<file path="src/rtl/mct_pkg.sv">
`timescale 1ns/1ps
package mct_pkg;
  typedef enum logic [1:0] {
    ACT_NONE = 2'b00,
    ACT_CLR  = 2'b01,
    ACT_SET  = 2'b10,
    ACT_TGL  = 2'b11
  } pin_act_e;

  // per-channel configuration lane, LSB first: irq, rst, stop, act, pwm
  typedef struct packed {
    logic     pwm;
    pin_act_e act;
    logic     stop;
    logic     rst;
    logic     irq;
  } ch_cfg_t;

  localparam int CFG_LANE = 8;
  localparam int CFG_BITS = $bits(ch_cfg_t);

  localparam int A_CTRL = 0;
  localparam int A_PRE  = 1;
  localparam int A_TC   = 2;
  localparam int A_PC   = 3;
  localparam int A_FLAG = 4;
  localparam int A_CAP  = 5;
  localparam int A_CFG  = 6;
  localparam int A_MR0  = 8;
endpackage

</file>
<file path="src/rtl/mct_edge_sync.sv">
`timescale 1ns/1ps
// Synchronizes an asynchronous pin and flags selected edges (sel[0] rising, sel[1] falling).
module mct_edge_sync #(
  parameter int STAGES = 2
) (
  input  logic       clk,
  input  logic       rst_n,
  input  logic       din,
  input  logic [1:0] sel,
  output logic       pulse
);
  logic [STAGES-1:0] sync_q;
  logic              last_q;

  always_ff @(posedge clk or negedge rst_n) begin
    if (!rst_n) begin
      sync_q <= '0;
      last_q <= 1'b0;
    end else begin
      sync_q <= {sync_q[STAGES-2:0], din};
      last_q <= sync_q[STAGES-1];
    end
  end

  assign pulse = (sel[0] &  sync_q[STAGES-1] & ~last_q)
               | (sel[1] & ~sync_q[STAGES-1] &  last_q);
endmodule

</file>
<file path="src/rtl/mct_match_ch.sv">
`timescale 1ns/1ps
// One match channel: equality compare and output pin (action or single-edge PWM).
module mct_match_ch
  import mct_pkg::*;
#(
  parameter int W      = 32,
  parameter bit PWM_OK = 1'b1
) (
  input  logic         clk,
  input  logic         rst_n,
  input  logic         tick,
  input  logic [W-1:0] tc,
  input  logic [W-1:0] mr,
  input  pin_act_e     act,
  input  logic         pwm_en,
  output logic         hit,
  output logic         pin
);
  logic act_d, pin_d, pwm_on;

  assign hit    = (tc == mr);
  assign pwm_on = PWM_OK && pwm_en;

  always_comb begin
    unique case (act)
      ACT_CLR: act_d = 1'b0;
      ACT_SET: act_d = 1'b1;
      ACT_TGL: act_d = ~pin;
      default: act_d = pin;
    endcase
  end

  always_comb begin
    if (pwm_on)           pin_d = hit ? 1'b1 : ((tc == '0) ? 1'b0 : pin);
    else if (tick && hit) pin_d = act_d;
    else                  pin_d = pin;
  end

  always_ff @(posedge clk or negedge rst_n) begin
    if (!rst_n) pin <= 1'b0;
    else        pin <= pin_d;
  end
endmodule

</file>
<file path="src/rtl/mct_timer.sv">
`timescale 1ns/1ps
module mct_timer
  import mct_pkg::*;
#(
  parameter int W           = 32,
  parameter int NCH         = 4,
  parameter int AW          = 4,
  parameter int PWM_CH      = 3,
  parameter int SYNC_STAGES = 2
) (
  input  logic           clk,
  input  logic           rst_n,
  input  logic           bus_we,
  input  logic [AW-1:0]  bus_addr,
  input  logic [W-1:0]   bus_wdata,
  output logic [W-1:0]   bus_rdata,
  input  logic           cap_in,
  input  logic           cnt_in,
  output logic [NCH-1:0] match_out,
  output logic           irq
);
  localparam int FW      = NCH + 1;
  localparam int CAP_BIT = NCH;

  logic                  ctrl_en, ctrl_srst, ctrl_cnt_mode, ctrl_cap_irq;
  logic [1:0]            cnt_edge, cap_edge;
  logic [W-1:0]          pr_q, pc_q, tc_q, cap_q;
  logic [FW-1:0]         flags_q, flag_set, flag_clr;
  ch_cfg_t [NCH-1:0]     cfg_q;
  logic [NCH-1:0][W-1:0] mr_q;
  logic [NCH-1:0]        hit, stop_m, rst_m, irq_m, pwm_req, wr_mr;
  logic                  cnt_pulse, cap_pulse, inc, tick, stop_hit, rst_hit;
  logic                  wr_ctrl, wr_pre, wr_flag, wr_cfg;
  logic [7:0]            ctrl_rd;
  logic [W-1:0]          cfg_rd;

  // ---------------- input edge detection ----------------
  mct_edge_sync #(.STAGES(SYNC_STAGES)) u_cnt_sync (
    .clk(clk), .rst_n(rst_n), .din(cnt_in), .sel(cnt_edge), .pulse(cnt_pulse));
  mct_edge_sync #(.STAGES(SYNC_STAGES)) u_cap_sync (
    .clk(clk), .rst_n(rst_n), .din(cap_in), .sel(cap_edge), .pulse(cap_pulse));

  // ---------------- match channels ----------------
  for (genvar i = 0; i < NCH; i++) begin : g_ch
    assign stop_m[i]  = cfg_q[i].stop;
    assign rst_m[i]   = cfg_q[i].rst;
    assign irq_m[i]   = cfg_q[i].irq;
    assign pwm_req[i] = cfg_q[i].pwm;
    assign wr_mr[i]   = bus_we && (bus_addr == AW'(A_MR0 + i));
    mct_match_ch #(.W(W), .PWM_OK(i < PWM_CH)) u_ch (
      .clk(clk), .rst_n(rst_n), .tick(tick), .tc(tc_q), .mr(mr_q[i]),
      .act(cfg_q[i].act), .pwm_en(pwm_req[i]), .hit(hit[i]), .pin(match_out[i]));
  end

  // ---------------- counting ----------------
  assign inc      = ctrl_en && !ctrl_srst && (ctrl_cnt_mode ? cnt_pulse : 1'b1);
  assign tick     = inc && (pc_q >= pr_q);
  assign stop_hit = |(hit & stop_m);
  assign rst_hit  = |(hit & rst_m);

  always_ff @(posedge clk or negedge rst_n) begin
    if (!rst_n) begin
      pc_q <= '0;
      tc_q <= '0;
    end else if (ctrl_srst) begin
      pc_q <= '0;
      tc_q <= '0;
    end else if (inc) begin
      pc_q <= tick ? '0 : pc_q + 1'b1;
      if (tick && !stop_hit) tc_q <= rst_hit ? '0 : tc_q + 1'b1;
    end
  end

  // ---------------- register writes ----------------
  assign wr_ctrl  = bus_we && (bus_addr == AW'(A_CTRL));
  assign wr_pre   = bus_we && (bus_addr == AW'(A_PRE));
  assign wr_flag  = bus_we && (bus_addr == AW'(A_FLAG));
  assign wr_cfg   = bus_we && (bus_addr == AW'(A_CFG));
  assign flag_clr = wr_flag ? bus_wdata[FW-1:0] : '0;
  assign flag_set = {cap_pulse & ctrl_cap_irq, tick ? (hit & irq_m) : {NCH{1'b0}}};

  always_ff @(posedge clk or negedge rst_n) begin
    if (!rst_n) begin
      {ctrl_cap_irq, cap_edge, cnt_edge, ctrl_cnt_mode, ctrl_srst, ctrl_en} <= '0;
      pr_q    <= '0;
      cap_q   <= '0;
      flags_q <= '0;
      cfg_q   <= '0;
      mr_q    <= '0;
    end else begin
      if (wr_ctrl)
        {ctrl_cap_irq, cap_edge, cnt_edge, ctrl_cnt_mode, ctrl_srst, ctrl_en} <= bus_wdata[7:0];
      if (tick && stop_hit) ctrl_en <= 1'b0;
      if (wr_pre) pr_q <= bus_wdata;
      if (cap_pulse) cap_q <= tc_q;
      flags_q <= (flags_q & ~flag_clr) | flag_set;
      for (int i = 0; i < NCH; i++) begin
        if (wr_cfg)   cfg_q[i] <= bus_wdata[i*CFG_LANE +: CFG_BITS];
        if (wr_mr[i]) mr_q[i]  <= bus_wdata;
      end
    end
  end

  assign irq = |flags_q;

  // ---------------- register reads ----------------
  assign ctrl_rd = {ctrl_cap_irq, cap_edge, cnt_edge, ctrl_cnt_mode, ctrl_srst, ctrl_en};

  always_comb begin
    cfg_rd = '0;
    for (int i = 0; i < NCH; i++) cfg_rd[i*CFG_LANE +: CFG_BITS] = cfg_q[i];
  end

  always_comb begin
    bus_rdata = '0;
    if      (bus_addr == AW'(A_CTRL)) bus_rdata = W'(ctrl_rd);
    else if (bus_addr == AW'(A_PRE))  bus_rdata = pr_q;
    else if (bus_addr == AW'(A_TC))   bus_rdata = tc_q;
    else if (bus_addr == AW'(A_PC))   bus_rdata = pc_q;
    else if (bus_addr == AW'(A_FLAG)) bus_rdata = W'(flags_q);
    else if (bus_addr == AW'(A_CAP))  bus_rdata = cap_q;
    else if (bus_addr == AW'(A_CFG))  bus_rdata = cfg_rd;
    else begin
      for (int i = 0; i < NCH; i++)
        if (bus_addr == AW'(A_MR0 + i)) bus_rdata = mr_q[i];
    end
  end
endmodule

</file>
<file path="config.mk">
export PLATFORM = sky130hd
export DESIGN_NAME = mct_timer
export DESIGN_NICKNAME = d
export VERILOG_FILES = /design/src/rtl/mct_pkg.sv /design/src/rtl/mct_edge_sync.sv /design/src/rtl/mct_match_ch.sv /design/src/rtl/mct_timer.sv
export SDC_FILE = /design/constraint.sdc
export NUM_CORES = 1
export LEC_CHECK = 0
export BUFFER_PORTS_ARGS = -buffer_cell sky130_fd_sc_hd__buf_2
export CAP_MARGIN = 0
export CORE_UTILIZATION = 50
export CTS_CLUSTER_DIAMETER = 150
export CTS_CLUSTER_SIZE = 14
export DETAILED_ROUTE_END_ITERATION = 16
export GPL_ROUTABILITY_DRIVEN = 0
export PLACE_DENSITY = 0.66
export SETUP_SLACK_MARGIN = 0.15
export SYNTH_ARGS = -nofsm -noshare
export SYNTH_HDL_FRONTEND = slang
export SYNTH_SLANG_ARGS = --single-unit
</file>
<file path="constraint.sdc">
create_clock -name clk -period 5.75 [get_ports clk]
set_input_delay 0.2875 -clock clk [delete_from_list [all_inputs] [get_ports clk]]
set_output_delay 0.2875 -clock clk [all_outputs]
set_load 0.05 [all_outputs]
</file>
==> impl_results.md <==
* Status: complete, no violations
* Crit share post-route at 0.651
* Critical path's top delay family: compound AO/OA/AOI/OAI gates
* DR iter-0 viols at 1649
* Worst EP required at 6.22 ns
* Crit path DAT at 4.21 ns
* Synth area leader: dfrtp_1
* Final design area excluding fillers at 18700 µm²
* Reg clk slew, reported paths at 0.07 ns
* Vias/cell at 6.60
* Commonest non-fill, non-tap cell in the layout: dfrtp_1
* Clk pwr share at 0.262
* Final hold viol count at 0
* Row count at 68
* Antenna violations before repair at 1
* Clock Skew at 0.0169 ns
* Worst slew pin tran at 1.26 ns
* Pre-antenna DRT Iters at 5
* Post-route ant nets at 0
* Core box area at 34500 µm²
* Die height at 189 µm
* Top_reg_cell synth: dfrtp_1
* Initial core utilization at 0.507
* Critical Path Source Type: register
* Largest net degree at the start of global routing at 142
* Critical-path cell list: ha_1, a211o_1, o31ai_1, a211o_1, a21boi_2, a21oi_2, o21ai_0, o21ai_0
* DRC at 0
* CTS tree: done
* HP Class: in -> reg
* Vias in the first global route at 13635
* # clock sinks at 303
* Die ar. at 35800 µm²
* WL final at 56.8 mm
* Pleak at 8.59 nW
* Setup CP Type: reg -> reg
* Share of power burned in registers at 0.484
* Peak Freq at 267 MHz
* Power Internal at 3.86 mW
* Post-Syn Instances at 1638
* Sequential cell area fraction in the yosys report at 0.433
* Setup violations, final at 0
* Synth Register Bits at 303
* TNS Setup at 0 ns
* Post-layout min period at 3.74 ns
* Htree depth at 1
* Synth area leaders: dfrtp_1 (43%), mux2_2 (14%), xor2_1 (6.4%), mux4_2 (3.3%), ha_1 (2.9%)
* Max Cap Violations at 0
* Post-cts resize count at 0
* Syn Area/Cell at 10.7 µm²
* GRT Total Usage at 0.320
* Final HPWL from detailed placement at 41.3 mm
* Area growth syn-to-layout at 6.66%
* Worst skew pair latency at 0.55 ns
* Die W at 189 µm
* FFs w/ async S/R, synth at 1.00
* Yosys cell types at 71
* Synthesized Nets at 1720
* Power, Total at 5.88 mW
* Combinational Power Share at 0.254
* Share of cells above drive strength 1 at 0.247
* Maximum buffer depth of the clock tree at 3
* Crit-path slowest cell: a21oi_2
* Max-slew headroom at 0.162
* RSZ-0062 raised after global routing: no
* Commonest cells after routing, fill and taps aside: dfrtp_1 (303), mux2_2 (223), xor2_1 (128)
* Cell area after synthesis at 17500 µm²
* Post-synth EDFFs at 0
* Antenna diodes at 0
* Pwr per Cell Area at 315 nW/µm²
* Critical Path Max Stage Delay at 1.04 ns
* First-pass GRT wire length at 86.2 mm
* Grt ovf at 0
* Routed length per instance at 27.0 µm
* Placed inst area at 18000 µm²
* # port buffers at 77
* Routed vias at 13873
* Top cell type's share of synthesized area at 0.433
* Net switching share of the total power at 0.343
* Nets at 1730
* Maximum VDD drop at 0.217 mV
* Max-slew violation count at 0
* Switching power at 2.02 mW
* YS warnings at 0
* Max Fanout on Critical Path at 26
* CTS Buf Count at 25
* Buffers and inverters on the worst path at 0
* Element type at the critical path end: register
* IO Pins at 78
* Root Driver: clkbuf_16
-- final timing paths --
path,start,end,slack [ns],cells after the start
min in group asynchronous,rst_n,pc_q[2],0.35,2
max in group asynchronous,rst_n,tc_q[26],3.90,3
worst max register to register,pc_q[5],tc_q[3],2.01,8
worst max-delay path,pc_q[5],tc_q[3],2.01,8
worst min register to register,u_cap_sync.sync_q[0],u_cap_sync.sync_q[1],0.35,0
worst min-delay path,bus_wdata[17],pr_q[17],0.06,2
-- cell type report --
class | instances | area (µm²)
clock buffers | 25 | 626
multi-input cells | 1151 | 9060
inverters | 67 | 251
clock inverters | 1 | 7.51
fillers | 3096 | 15900
repair buffers | 100 | 591
well taps | 455 | 569
flip-flops and latches | 303 | 7580
-- timing repair --
item                                    4_1_cts  5_1_grt
endpoints found under the setup margin        0        0
endpoints found under the hold margin        91        0
setup buffers                                 0        0
hold buffers                                  3        0
-- cells by family after synthesis --
group,count (synthesis),synth area share
simple gates,431,0.127
flops,303,0.433
compound gates,291,0.112
mux,259,0.182
buf+inv,184,0.0518
xor+xnor,129,0.0645
fa+ha+maj,41,0.0293
-- cells in the mapped netlist (40+ instances only) --
master / count
xor2_1: 128
mux2_2: 223
inv_1: 67
nand2_1: 101
clkbuf_1: 50
a21oi_1: 61
nand3_1: 50
nor2_1: 85
ha_1: 41
nor4_1: 40
o21ai_0: 80
dfrtp_1: 303
-- per-stage QoR --
| stage | instances | utilization | setup WS, ns | hold WS, ns |
|---|---|---|---|---|
| final | 2102 | 0.541 | 2.01 | 0.0615 |
| after global routing | 2102 | 0.541 | 1.85 | 0.0746 |
| after CTS | 2102 | 0.541 | 2.12 | 0.0613 |
| after detailed placement | 2073 | 0.522 | 2.13 | 0.337 |
| after global placement | 2073 | 0.522 | 2.12 | 0.333 |
| after floorplan | 1638 | - | 2.65 | -0.00809 |
-- sequential cells by signal, indices dropped and copies added, names as in the netlist, 4 cells and up --
register	cells
cfg_q	24
pc_q	32
cap_q	32
tc_q	32
flags_q	5
g_ch.u_ch.pin	4
mr_q	128
pr_q	32
-- per-layer routing --
| metal | vias to the layer above | share of wire | track usage | routed length [µm] |
|---|---|---|---|---|
| met3 | 142 | 0.093 | 0.0562 | 5270 |
| met2 | 739 | 0.46 | 0.506 | 26000 |
| met5 | - | 0.00026 | 0 | 15 |
| met4 | 2 | 0.040 | 0.118 | 2290 |
| met1 | 7030 | 0.41 | 0.439 | 23200 |
| li1 | 5960 | - | - | - |
-- power by group through the flow --
stage	Sequential [mW]	Combinational, mW	Clock [mW]
global placement	2.86	1.44	0
detailed placement	2.87	1.47	0
CTS	2.83	1.48	1.55
finish	2.84	1.50	1.54
global route	2.88	1.60	1.62
floorplan	2.72	1.06	0
Power figures use the tool's default switching activity.
